$ cat src/rtl/ecc72_pkg.sv
package ecc72_pkg;
  localparam int DATA_W = 64;
  localparam int CHK_W  = 8;
  localparam int SEQ_W  = 8 * (DATA_W / 8 + CHK_W - 1);

  // rows are consecutive byte windows of this sequence
  localparam logic [SEQ_W-1:0] ROW_SEQ = 120'h0000E8423C0F99FF0000E8423C0F99;

  typedef enum logic [1:0] {
    ST_CLEAN   = 2'd0,
    ST_CORR    = 2'd1,
    ST_UNCORR  = 2'd2
  } ecc_status_e;

  function automatic logic [DATA_W-1:0] row_of(input int i);
    row_of = ROW_SEQ[SEQ_W-1-8*i -: DATA_W];
  endfunction

  // syndrome produced by a flip of word bit b (LSB numbering)
  function automatic logic [CHK_W-1:0] col_of(input int b);
    logic [DATA_W-1:0] r;
    col_of = '0;
    for (int i = 0; i < CHK_W; i++) begin
      r = row_of(i);
      col_of[i] = r[b];
    end
  endfunction
endpackage

$ cat src/rtl/ecc72_encode.sv
module ecc72_encode
  import ecc72_pkg::*;
(
  input  logic [DATA_W-1:0] data_i,
  output logic [CHK_W-1:0]  chk_o
);
  for (genvar i = 0; i < CHK_W; i++) begin : g_row
    localparam logic [DATA_W-1:0] ROW = ROW_SEQ[SEQ_W-1-8*i -: DATA_W];
    assign chk_o[i] = ^(data_i & ROW);
  end
endmodule

$ cat src/rtl/ecc72_syn_decode.sv
module ecc72_syn_decode
  import ecc72_pkg::*;
(
  input  logic [CHK_W-1:0]  syn_i,
  output logic [DATA_W-1:0] data_flip_o,
  output logic [CHK_W-1:0]  chk_flip_o,
  output ecc_status_e       status_o
);
  logic [DATA_W-1:0] hit;
  logic              single_chk;

  for (genvar b = 0; b < DATA_W; b++) begin : g_col
    localparam logic [CHK_W-1:0] COL = col_of(b);
    assign hit[b] = (syn_i == COL);
  end

  assign single_chk = (syn_i != '0) && ((syn_i & (syn_i - CHK_W'(1))) == '0);

  always_comb begin
    data_flip_o = '0;
    chk_flip_o  = '0;
    status_o    = ST_CLEAN;
    if (syn_i == '0) begin
      status_o = ST_CLEAN;
    end else if (single_chk) begin
      chk_flip_o = syn_i;
      status_o   = ST_CORR;
    end else if (|hit) begin
      data_flip_o = hit;
      status_o    = ST_CORR;
    end else begin
      status_o = ST_UNCORR;
    end
  end
endmodule

$ cat src/rtl/ecc72_corrector.sv
module ecc72_corrector
  import ecc72_pkg::*;
#(
  parameter bit PIPE = 1'b0
) (
  input  logic              clk_i,
  input  logic              rst_ni,
  input  logic [DATA_W-1:0] enc_data_i,
  output logic [CHK_W-1:0]  enc_chk_o,
  input  logic [DATA_W-1:0] data_i,
  input  logic [CHK_W-1:0]  chk_i,
  output logic [DATA_W-1:0] data_o,
  output logic [CHK_W-1:0]  chk_o,
  output logic [1:0]        status_o
);
  logic [CHK_W-1:0]  rx_chk, syn, chk_flip, chk_c;
  logic [DATA_W-1:0] data_flip, data_c;
  ecc_status_e       st_c;

  ecc72_encode u_enc_tx (.data_i(enc_data_i), .chk_o(enc_chk_o));
  ecc72_encode u_enc_rx (.data_i(data_i),     .chk_o(rx_chk));

  assign syn = rx_chk ^ chk_i;

  ecc72_syn_decode u_dec (
    .syn_i       (syn),
    .data_flip_o (data_flip),
    .chk_flip_o  (chk_flip),
    .status_o    (st_c)
  );

  assign data_c = data_i ^ data_flip;
  assign chk_c  = chk_i ^ chk_flip;

  if (PIPE) begin : g_pipe
    logic [DATA_W-1:0] data_q;
    logic [CHK_W-1:0]  chk_q;
    logic [1:0]        st_q;
    always_ff @(posedge clk_i or negedge rst_ni) begin
      if (!rst_ni) begin
        data_q <= '0;
        chk_q  <= '0;
        st_q   <= ST_CLEAN;
      end else begin
        data_q <= data_c;
        chk_q  <= chk_c;
        st_q   <= st_c;
      end
    end
    assign data_o   = data_q;
    assign chk_o    = chk_q;
    assign status_o = st_q;

    assert_pipe_lat_R8: assert property (@(posedge clk_i) disable iff (!rst_ni)
      rst_ni |=> (status_o == $past(st_c) && data_o == $past(data_c) && chk_o == $past(chk_c)));
  end else begin : g_comb
    assign data_o   = data_c;
    assign chk_o    = chk_c;
    assign status_o = st_c;
  end

  assert_clean_pass_R2: assert property (@(posedge clk_i) disable iff (!rst_ni)
    (st_c == ST_CLEAN) |-> (data_c == data_i && chk_c == chk_i && syn == '0));

  assert_one_flip_R3: assert property (@(posedge clk_i) disable iff (!rst_ni)
    (st_c == ST_CORR) |-> ($countones({data_c ^ data_i, chk_c ^ chk_i}) == 1));

  assert_flip_onehot_R4: assert property (@(posedge clk_i) disable iff (!rst_ni)
    $onehot0(data_flip) && ((data_flip == '0) || (chk_flip == '0)));

  assert_ue_pass_R5: assert property (@(posedge clk_i) disable iff (!rst_ni)
    (st_c == ST_UNCORR) |-> (data_c == data_i && chk_c == chk_i));

  assert_status_legal_R8: assert property (@(posedge clk_i) disable iff (!rst_ni)
    status_o != 2'd3);
endmodule

$ cat config.mk
export PLATFORM = sky130hd
export DESIGN_NAME = ecc72_corrector
export DESIGN_NICKNAME = d
export VERILOG_FILES = /design/src/rtl/ecc72_pkg.sv /design/src/rtl/ecc72_encode.sv /design/src/rtl/ecc72_syn_decode.sv /design/src/rtl/ecc72_corrector.sv
export SDC_FILE = /design/constraint.sdc
export NUM_CORES = 1
export LEC_CHECK = 0
export BUFFER_PORTS_ARGS = -buffer_cell sky130_fd_sc_hd__clkbuf_2
export CELL_PAD_IN_SITES_DETAIL_PLACEMENT = 1
export CELL_PAD_IN_SITES_GLOBAL_PLACEMENT = 1
export CORE_UTILIZATION = 38
export DETAILED_ROUTE_END_ITERATION = 8
export PLACE_DENSITY_LB_ADDON = 0.1
export SLEW_MARGIN = 20
export SYNTH_ARGS = -nofsm -noshare
export SYNTH_HDL_FRONTEND = slang
export SYNTH_HIERARCHICAL = 1
export SYNTH_SLANG_ARGS = --single-unit
export TNS_END_PERCENT = 30
$ cat constraint.sdc
create_clock -name vclk -period 6.8
set_input_delay 0.68 -clock vclk [all_inputs]
set_output_delay 0.68 -clock vclk [all_outputs]
set_load 0.02 [all_outputs]
* Word level (Yosys, flattened, before mapping)
Index checks and enable logic that the tools add are counted.
Storage, ports and cells: flip-flop bits (word level) 0, output and inout port bits 82, logic and storage cells 98
Cells by class: add/subtract/negate cells 1, equal/unequal tests 64, mux-type cells 8, bitwise gates (word level) 4, reductions and logical operators 21
Operator list (count):
- $reduce_xor 64->1 | 16
- $eq 8x8->1 const B | 26
- $mux 64 | 3
- $eq 8x7->1 const B | 17
- $eq 8x6->1 const B | 11
- $reduce_or 64->1 | 1
- $xor 64x64->64 | 1
- $eq 8x5->1 const B | 6
- $eq 8x4->1 const B | 3
- $logic_not 8->1 | 2
- $mux 8 | 2
- $xor 8x8->8 | 2
- $and 8x8->8 | 1
- $eq 8x3->1 const B | 1
- $reduce_bool 8->1 | 1
- $sub 8x1->8 const B | 1
- $mux 2 | 3
- $logic_and 1x1->1 | 1

* Depth between registers and ports, before layout
Gate-level depths: netlist of the first run.
word-level depth 9, depth in mapped cells 14

* Hierarchy
Netlist of the first run, hierarchy kept.
By module, submodules not included:
- ecc72_encode | instances 2, cells each 116, area an instance 1325.0 um^2, seq. area each 0.0 um^2
- ecc72_syn_decode | instances 1, cells each 227, area an instance 1357.6 um^2, seq. area each 0.0 um^2
- ecc72_corrector | instances 1, cells each 80, area an instance 700.7 um^2, seq. area each 0.0 um^2

* Worst setup path after synthesis of the first run
OpenSTA, ideal clock, no wires.
path type input to output, start input data_i[48], end output status_o[1], data arrival time 3748 ps, data required time 6120 ps, slack 2372 ps, cell stages on the path 13, buffers on the path 2, cell sequence xor2_1 > xnor3_1 > xnor3_1 > xnor2_1 > xor2_1 > clkbuf_2 > buf_2 > nand3b_1 > o32ai_1 > a22o_1 > nor4_1 > nand4_1 > nor3_1
On the way: longest elaborated chain between the ends 8, elaborated cells on any way between the ends 78, classes of those cells add/sub (1); eq/ne (64); mux (3); bitwise (2); reduce/logical (8)
RTL lines:
- start: declaration | line ecc72_corrector.sv:10 | input logic [DATA_W-1:0] data_i,
- $reduce_xor 64->1 * | line ecc72_encode.sv:9 | assign chk_o[i] = ^(data_i & ROW);
- via rx_chk[4] | line ecc72_corrector.sv:16 | logic [CHK_W-1:0] rx_chk, syn, chk_flip, chk_c;
- $xor 8x8->8 * | line ecc72_corrector.sv:23 | assign syn = rx_chk ^ chk_i;
- via syn[4] | line ecc72_corrector.sv:16
- $sub 8x1->8 | line ecc72_syn_decode.sv:17 | assign single_chk = (syn_i != '0) && ((syn_i & (syn_i - CHK_W'(1))) == '0);
- $and 8x8->8 | line ecc72_syn_decode.sv:17
- $logic_not 8->1 | line ecc72_syn_decode.sv:17
- $logic_and 1x1->1 | line ecc72_syn_decode.sv:17
- $mux 2 | line ecc72_syn_decode.sv:25 | end else if (single_chk) begin
- $mux 2 * | line ecc72_syn_decode.sv:23 | if (syn_i == '0) begin
- end: declaration | line ecc72_corrector.sv:14 | output logic [1:0] status_o
The timed path passes the listed nets; every way through them passes the cells marked *.

* Worst setup path after layout of the first run
start input data_i[27], end output status_o[0]
Same word-level chain as after synthesis.

==> out/summary.txt, run 1 <==
Status -> finished, final reports clean
Core area -> 12060 um2
Final Power -> 0.002980 W
Maximum VDD drop -> 228.7 uV
Seq/Total Area, Yosys -> 0%
DR WL met3 -> 1.025 mm
Worst slack, placed -> 1.347 ns
Die area -> 12840 um2
Layout cell share with drive strength beyond 1 -> 33.92%
Final Hold Violating Endpoints -> 0
Commonest non-fill, non-tap cell in the layout -> clkbuf_2
Total GRT Usage -> 28.67%
Detail Route Antenna Nets -> 0
Initial core utilization -> 39.04%
Ys Warns -> 6
Io pins -> 220
Unique cell type count in the Yosys netlist -> 56
Gate Count Post-Synth -> 539
Crit path kind -> in -> out
Filler cell count -> 1538
Simple-gate portion of the synthesized area -> 17.99%
Initial antenna violation count -> 0
Post-synthesis area per instance -> 8.735 um2
Period utilization -> 81.23%
Largest net degree at the start of global routing -> 32
Via count -> 4693
Hpwl dp -> 15.87 mm
Drt initial violations -> 366
Average wire per standard cell -> 20.55 um
Synth Area in Adders -> 0.4252%
Setup violations, final -> 0
RSZ-0062 raised after global routing -> false
DRT Wirelength -> 18.54 mm
Yosys top cell area share -> 29.39%
Net Count, Synth -> 677
Post-CTS setup repair buffer count -> 0
Final setup margin -> 1.277 ns
Most frequent cells in the layout -> 218 x clkbuf_2, 158 x xnor2_1, 110 x xor2_1, 56 x nor2_1, 34 x xnor3_1
Sequential cell count -> 0
Final net count -> 874
DR DRC count -> 0
Worst Setup End Kind -> output port
Maximum clock frequency -> 181.0 MHz
Count of max-cap constraint violations -> 0
XOR/XNOR Fraction of Synth Area -> 72.28%
Mux cell area share after synthesis -> 0%
Crit-path max FO -> 15
CLK BUF -> 0
Vias in the first global route -> 4869
Lkg Pwr -> 2.871 nW
Post-synth top area cell -> xnor2_1
Post-route cell area -> 5924 um2
Die height -> 113.3 um
PwrDens -> 503.1 nW/um2
Synth Area in Compound Gates -> 5.740%
Startpoint Class -> primary input
Vias per std cell -> 5.203
Mapped Area -> 4708 um2
Cts hold-fix bufs -> 0
Post-Route M1 WL -> 8.479 mm
Slew @ Worst Pin -> 1.001 ns
Rel. slew slack -> 33.03%
Top post-synthesis cells by area -> xnor2_1 29%, xor2_1 21%, xnor3_1 16%
Worst path required time -> 6.12 ns
Worst Hold Class -> in -> out
Reg area -> 0 um2
Placed inst area -> 5924 um2
Ant. Diodes -> 0
Buffers on Ports -> 218
Grt ovf -> 0
Pre-antenna DRT Iters -> 5
Main combinational cell family by area after synthesis -> XOR/XNOR gates
Fin crit period -> 5.523 ns
Area Overhead vs Synth -> 25.83%
Post-cts sizing count -> 0
First-pass GRT wire length -> 27.92 mm
DR top layer -> met4
Slew Viols, Final -> 0
Routed wl met2 -> 8.862 mm
Setup TNS Final -> 0 ns
Routability cong. -> 0.9244
Crit path DAT -> 4.84 ns
Die extent in x -> 113.3 um
# rows -> 40
critical path: stages:
cell	delay [ns]
clkbuf_2	0.14
xnor2_1	0.29
xnor3_1	0.50
xnor2_1	0.23
xnor3_1	0.27
xor2_1	0.79
nand4bb_1	0.60
or3_1	0.53
a31o_2	0.25
o2111ai_1	0.10
a21o_1	0.14
o32a_1	0.15
clkbuf_2	0.16
synth_stat cells, drive strengths merged, types with 3 or more instances:
library cell / instances
nor2b: 6
nor3: 18
xnor3: 38
or2: 3
buf: 20
or4b: 8
nand4bb: 7
xor2: 114
xnor2: 164
clkbuf: 11
a21o: 5
nand3: 5
nor4bb: 3
nor2: 56
a21oi: 6
nand2: 8
o21ai: 4
o2111ai: 4
and2: 9
nand2b: 6
o22ai: 3
or4: 3
nor4: 4
per-stage QoR:
step	utilization, %	hold slack (ns)	std cells
global route	49.12	1.683	902
detailed placement	49.12	1.674	902
global placement	49.12	1.671	902
CTS	49.12	1.676	902
finish	49.12	1.671	902
floorplan	-	1.484	539
final timing paths:
check / from / end / slack, ns / cells past startpoint
max: data_i[27] / status_o[0] / 1.28 / 13
min: chk_i[1] / chk_o[1] / 1.67 / 3
per-layer routing:
layer / track usage [%] / vias up
met5: 0 / -
met4: 2.281 / 0
met3: 1.768 / 16
met2: 48.96 / 194
met1: 41.15 / 2284
li1: - / 2199
kinds of logic (layout without fill, tap and decap cells):
logic type,after synthesis,after routing
adder cells (fa/ha/maj),2,2
XOR/XNOR,318,318
buffers and inverters,33,228
AND/OR/NAND/NOR,149,149
AO/OA/AOI/OAI,37,37
area by class of cell:
class                           instances  area, um2  area share, %
Tap cell                              168      210.2          3.548
Timing Repair Buffer                  226       1151          19.43
Inverter                                2      7.507         0.1267
Multi-Input combinational cell        506       4556          76.90
report_power, final:
part           total [W]  internal, W  switching, W
logic            0.00298      0.00110       0.00188
registers              0            0             0
clock network          0            0             0
total            0.00298      0.00110       0.00188
(Power assumes the default switching activity.)
==> run 2, diff against run 1 <==
--- a/config.mk
+++ b/config.mk
@@ -8,7 +8,7 @@
 export BUFFER_PORTS_ARGS = -buffer_cell sky130_fd_sc_hd__clkbuf_2
 export CELL_PAD_IN_SITES_DETAIL_PLACEMENT = 1
 export CELL_PAD_IN_SITES_GLOBAL_PLACEMENT = 1
-export CORE_UTILIZATION = 38
+export CORE_UTILIZATION = 32
 export DETAILED_ROUTE_END_ITERATION = 8
 export PLACE_DENSITY_LB_ADDON = 0.1
 export SLEW_MARGIN = 20
==> constraint.sdc (replaced) <==
create_clock -name vclk -period 4.5
set_input_delay 0.45 -clock vclk [all_inputs]
set_output_delay 0.45 -clock vclk [all_outputs]
set_load 0.02 [all_outputs]
==> run 2 against run 1 <==
  * Via count is 3.2% higher
  * Cell count is 9.0% higher
  * Die area is 18% higher
  * Non-clock buffer count is 69 higher
  * Clock-buffer cell count stayed put
  * Critical path type unchanged
  * Critical endpoint unchanged
  * Largest power group unchanged
==> out/summary.txt, run 2 (same netlist as run 1, synthesis figures left out) <==
Status -> finished, final reports clean
Core area -> 14100 um2 (+17%)
Drt initial violations -> 209 (-43%)
Crit-path cells -> clkbuf_2 -> buf_4 -> xnor3_1 -> xnor3_2 -> xnor2_2 -> xnor3_1 -> xor2_1 -> buf_4 -> or4b_2 -> o32ai_1 -> a22o_1 -> nor4_2 -> nand4_1 -> o32a_1 -> clkbuf_2
Pre-antenna DRT Iters -> 4 (-1)
Crit-path max FO -> 17 (+2)
DR WL met3 -> 1.071 mm (+4.5%)
Detail Route Antenna Nets -> 0 (unchanged)
Grt ovf -> 0 (unchanged)
Startpoint Class -> primary input
DR DRC count -> 0 (unchanged)
Maximum clock frequency -> 226.5 MHz
Final Hold Violating Endpoints -> 0 (unchanged)
CP max stage delay -> 0.72 ns (-0.07 ns)
Rel. slew slack -> 68.62% (+36 points)
Vias per std cell -> 4.926 (-5.3%)
Cts hold-fix bufs -> 0 (unchanged)
Crit path DAT -> 3.97 ns (-0.87 ns)
CLK BUF -> 0 (unchanged)
Area of the multi-input gates -> 4649 um2 (+2.1%)
Lkg Pwr -> 3.236 nW (+13%)
Setup violations, final -> 0 (unchanged)
Worst Hold Class -> in -> out
Commonest non-fill, non-tap cell in the layout -> clkbuf_2
Total GRT Usage -> 25.77% (-2.9 points)
Most frequent cells in the layout -> 218 x clkbuf_2, 154 x xnor2_1, 109 x xor2_1, 74 x buf_4, 56 x nor2_1
Initial antenna violation count -> 0 (unchanged)
Filler cell count -> 1741 (+13%)
CP delay by family, top -> XOR/XNOR gates
Non-Filler Instances -> 983 (+9.0%)
# rows -> 43 (+7.5%)
Period utilization -> 98.12%
Via count -> 4842 (+3.2%)
Worst Setup End Kind -> output port
Ant. Diodes -> 0 (unchanged)
PwrDens -> 842.1 nW/um2 (+67%)
Die height -> 123.3 um (+8.8%)
Layout cell share with drive strength beyond 1 -> 41.34% (+7.4 points)
Sequential cell count -> 0 (unchanged)
Hpwl dp -> 17.29 mm (+8.9%)
Crit path kind -> in -> out
Count of max-cap constraint violations -> 0 (unchanged)
Final Power -> 0.005541 W (+86%)
DRT Wirelength -> 19.57 mm (+5.6%)
Vias in the first global route -> 5134 (+5.4%)
Worst path required time -> 4.05 ns (-2.07 ns)
Io pins -> 220 (unchanged)
CP Buf/Inv Count -> 4 (+2)
Final net count -> 943 (+7.9%)
Die area -> 15200 um2 (+18%)
Post-Route M1 WL -> 8.817 mm (+4.0%)
Crit-path slowest cell -> or4b_2
DR top layer -> met4
Slew @ Worst Pin -> 0.4694 ns (-0.5317 ns)
Initial core utilization -> 33.40% (-5.6 points)
First-pass GRT wire length -> 29.39 mm (+5.2%)
Routed wl met2 -> 9.649 mm (+8.9%)
Average wire per standard cell -> 19.91 um (-3.1%)
Fin crit period -> 4.415 ns
Maximum VDD drop -> 368.8 uV (+61%)
Buffers on Ports -> 218 (unchanged)
Die extent in x -> 123.3 um (+8.8%)
Reg area -> 0 um2 (unchanged)
Routability cong. -> 0.9278 (+0.37%)
Slew Viols, Final -> 0 (unchanged)
Largest net degree at the start of global routing -> 27 (-16%)
Area Overhead vs Synth -> 39.76%
Post-Place Cells -> 982 (+8.9%)
-- run 2: area by class of cell --
| cell class | count | area share [%] |
|---|---|---|
| Multi-Input combinational cell | 506 | 70.66 |
| Timing Repair Buffer | 295 | 25.80 |
| Tap cell | 180 | 3.423 |
| Inverter | 2 | 0.1141 |
-- run 2: worst paths after layout --
path                  slack, ns     endpoint  cells past startpoint        from
worst max-delay path       0.08  status_o[0]                     15  data_i[51]
worst min-delay path       1.22     chk_o[3]                      3    chk_i[3]
-- run 2: routing by layer --
metal	track usage [%]	up-vias
met4	0.6777	0
met5	0	-
met2	45.01	163
li1	-	2336
met1	36.65	2341
met3	1.384	2
-- run 2: power breakdown --
part / internal [W] / leakage (nW) / switching [W]
combinational: 0.00244 / 3.24 / 0.00310
clock: 0 / 0 / 0
sequential: 0 / 0 / 0
total: 0.00244 / 3.24 / 0.00310
-- run 2: timing repair --
action,CTS,global route
setup endpoints to repair,10,13
setup buffers,1,0
pin swaps,0,5
resized for setup,3,16
gates cloned,0,0
-- run 2: per-stage QoR --
stage	TNS (ns)	utilization, %	instance area (um2)	setup WS, ns	hold WS (ns)
after global placement	-0.05190	45.93	6475	-0.05190	1.211
after global routing	-0.01212	46.68	6580	-0.01212	1.244
after detailed placement	-0.6510	45.93	6475	-0.2178	1.220
final	0	46.68	6580	0.08469	1.217
after CTS	0	46.17	6509	0.005918	1.222
after floorplan	0	-	4708	0.5323	1.024
==> run 3, diff against run 2 <==
--- a/config.mk
+++ b/config.mk
@@ -8,12 +8,11 @@
 export BUFFER_PORTS_ARGS = -buffer_cell sky130_fd_sc_hd__clkbuf_2
 export CELL_PAD_IN_SITES_DETAIL_PLACEMENT = 1
 export CELL_PAD_IN_SITES_GLOBAL_PLACEMENT = 1
-export CORE_UTILIZATION = 32
+export CORE_UTILIZATION = 33
 export DETAILED_ROUTE_END_ITERATION = 8
 export PLACE_DENSITY_LB_ADDON = 0.1
 export SLEW_MARGIN = 20
 export SYNTH_ARGS = -nofsm -noshare
 export SYNTH_HDL_FRONTEND = slang
-export SYNTH_HIERARCHICAL = 1
 export SYNTH_SLANG_ARGS = --single-unit
 export TNS_END_PERCENT = 30
==> run 3 against run 2 <==
  * Synthesized area is 6.8% higher
  * Via count is 17% higher
  * The run now ends with DRC, setup timing left
  * Utilization is 6.8 points higher
  * Total power is 27% higher
==> out/summary.txt, run 3 <==
Flop pwr share -> 0% (unchanged)
Crit path kind -> in -> out
Switch share -> 54.90% (-1.0 points)
PwrDens -> 894.7 nW/um2 (+6.2%)
Final Hold Violating Endpoints -> 0 (unchanged)
Routed wl met2 -> 12.27 mm (+27%)
Core area -> 14700 um2 (+4.3%)
Slew Viols, Final -> 0 (unchanged)
Count of max-cap constraint violations -> 0 (unchanged)
Commonest non-fill, non-tap cell in the layout -> xnor2_1
Area Overhead vs Synth -> 56.46%
DRT Wirelength -> 23.88 mm (+22%)
Post-Route M1 WL -> 9.646 mm (+9.4%)
# rows -> 44 (+2.3%)
Io pins -> 220 (unchanged)
Worst Setup End Kind -> output port
Average wire per standard cell -> 20.73 um (+4.1%)
Vias in the first global route -> 6251 (+22%)
Net Count, Synth -> 711 (+5.0%)
Crit path DAT -> 4.19 ns (+0.22 ns)
Fin crit period -> 4.640 ns (+0.2244 ns)
Psw -> 0.003864 W (+25%)
Hold Slack -> 1.227 ns (+0.009700 ns)
Final net count -> 1108 (+17%)
Post-synthesis area per instance -> 8.776 um2 (+0.47%)
Hpwl dp -> 21.08 mm (+22%)
Via count -> 5682 (+17%)
Ys Warns -> 0 (-6)
Die area -> 15740 um2 (+3.5%)
Die height -> 125.4 um (+1.7%)
Setup violations, final -> 2 (+2)
RSZ-0062 raised after global routing -> true
Detail Route Antenna Nets -> 0 (unchanged)
Maximum clock frequency -> 215.5 MHz (-4.8%)
DR WL met3 -> 1.139 mm (+6.3%)
Failing checks -> DRC, setup timing
Mapped Area -> 5029 um2 (+6.8%)
Largest net degree at the start of global routing -> 13 (-52%)
Top post-synthesis cells by area -> xnor2_1 44%, xnor3_1 12%, xor2_1 7.1%
Period utilization -> 103.1% (+5.0 points)
Layout cell share with drive strength beyond 1 -> 48.35% (+7.0 points)
Crit-path max FO -> 5 (-12)
Final setup margin -> -0.1397 ns (-0.2244 ns)
Routability cong. -> 0.8974 (-3.3%)
Total GRT Usage -> 29.89% (+4.1 points)
CLK BUF -> 0 (unchanged)
Post-synth top area cell -> xnor2_1
Clock Power Share -> 0% (unchanged)
Top-count cell post-synth -> xnor2_1
Startpoint Class -> primary input
Worst Hold Class -> in -> out
Yosys top cell area share -> 43.72% (+14 points)
Buffers on Ports -> 218 (unchanged)
Die extent in x -> 125.4 um (+1.7%)
Reg area -> 0 um2 (unchanged)
Internal -> 0.003175 W (+30%)
Ant. Diodes -> 0 (unchanged)
Logic gate share of total power -> 100.0% (about the same)
Vias per std cell -> 4.932 (+0.13%)
Gate Count Post-Synth -> 573 (+6.3%)
First-pass GRT wire length -> 35.81 mm (+22%)
Cell types with the highest counts after synthesis -> 251 x xnor2_1, 66 x nand2_1, 41 x xor2_1, 39 x nor2_1, 26 x xnor3_1
Drt initial violations -> 312 (+49%)
Maximum VDD drop -> 784.7 uV (+110%)
DR top layer -> met4
DR DRC count -> 8 (+8)
Initial antenna violation count -> 0 (unchanged)
Final design utilization -> 53.52% (+6.8 points)
Sequential cell count -> 0 (unchanged)
Lkg Pwr -> 3.666 nW (+13%)
Initial core utilization -> 34.21% (+0.81 points)
Seq/Total Area, Yosys -> 0% (unchanged)
Rel. slew slack -> 65.21% (-3.4 points)
Grt ovf -> 0 (unchanged)
Pre-antenna DRT Iters -> 6 (+2)
Slew @ Worst Pin -> 0.5181 ns (+0.04870 ns)
Most frequent cells in the layout -> 241 x xnor2_1, 215 x clkbuf_2, 185 x buf_4, 66 x nand2_1, 39 x xor2_1
Worst path required time -> 4.05 ns (about the same)
Status -> complete, but fails checks
Unique cell type count in the Yosys netlist -> 54 (-3.6%)
==> run 3: timing repair <==
action / in CTS / in global routing
buffers inserted: 9 / 0
hold buffers: 0 / 0
endpoints found under the setup margin: 2 / 2
pin swaps: 22 / 1
gates resized for setup: 30 / 1
==> run 3: final timing paths <==
path	startpoint	to	depth (start not counted)	slack (ns)
setup / recovery	data_i[38]	status_o[0]	15	-0.14
hold / removal	data_i[9]	data_o[9]	3	1.23
==> run 3: per-stage QoR <==
stage	setup slack, ns	power [W]	setup TNS [ns]	cell area [um2]	std cells
6_report	-0.1397	0.007039	-0.2512	7868	1152
5_1_grt	-0.2747	0.007441	-0.5236	7868	1152
4_1_cts	-0.09588	0.006963	-0.1620	7860	1152
3_5_place_dp	-0.3678	0.006561	-0.7129	7609	1143
3_3_place_gp	-0.3336	0.006477	-0.6451	7609	1143
2_1_floorplan	0.07342	0.003685	0	5029	573
==> run 3: critical path, stage by stage <==
cell,delay (ns)
clkbuf_2,0.10
buf_4,0.14
xnor2_2,0.15
xnor3_1,0.45
xnor3_2,0.53
xnor2_4,0.21
buf_6,0.16
nand2_1,0.10
nor3_1,0.08
o21ai_1,0.21
nand4b_1,0.14
or4_1,0.54
or4_4,0.55
or2_1,0.22
clkbuf_4,0.16
==> run 3: layer usage <==
layer / global-route usage (%) / vias to the layer above
li1: - / 2712
met1: 36.24 / 2735
met2: 55.72 / 197
met3: 1.926 / 38
met4: 9.684 / 0
met5: 0 / -
==> run 3: area by class of cell <==
| class | instances | area [um2] |
|---|---|---|
| Inverter | 1 | 3.754 |
| Multi-Input combinational cell | 559 | 5066 |
| Timing Repair Buffer | 408 | 2567 |
| Fill cell | 1845 | 6832 |
| Tap cell | 184 | 230.2 |
==> run 3: cells by family after synthesis <==
logic type / after synthesis / share of synthesized area (%)
mux: 9 / 1.966
xor+xnor: 349 / 75.81
compound gates: 44 / 6.072
buf+inv: 14 / 2.314
simple gates: 157 / 13.83
==> run 3: power groups by stage <==
| stage | combinational [W] | clock (W) | sequential, W |
|---|---|---|---|
| floorplan | 0.00368 | 0 | 0 |
| global placement | 0.00648 | 0 | 0 |
| detailed placement | 0.00656 | 0 | 0 |
| CTS | 0.00696 | 0 | 0 |
| global route | 0.00744 | 0 | 0 |
| finish | 0.00704 | 0 | 0 |
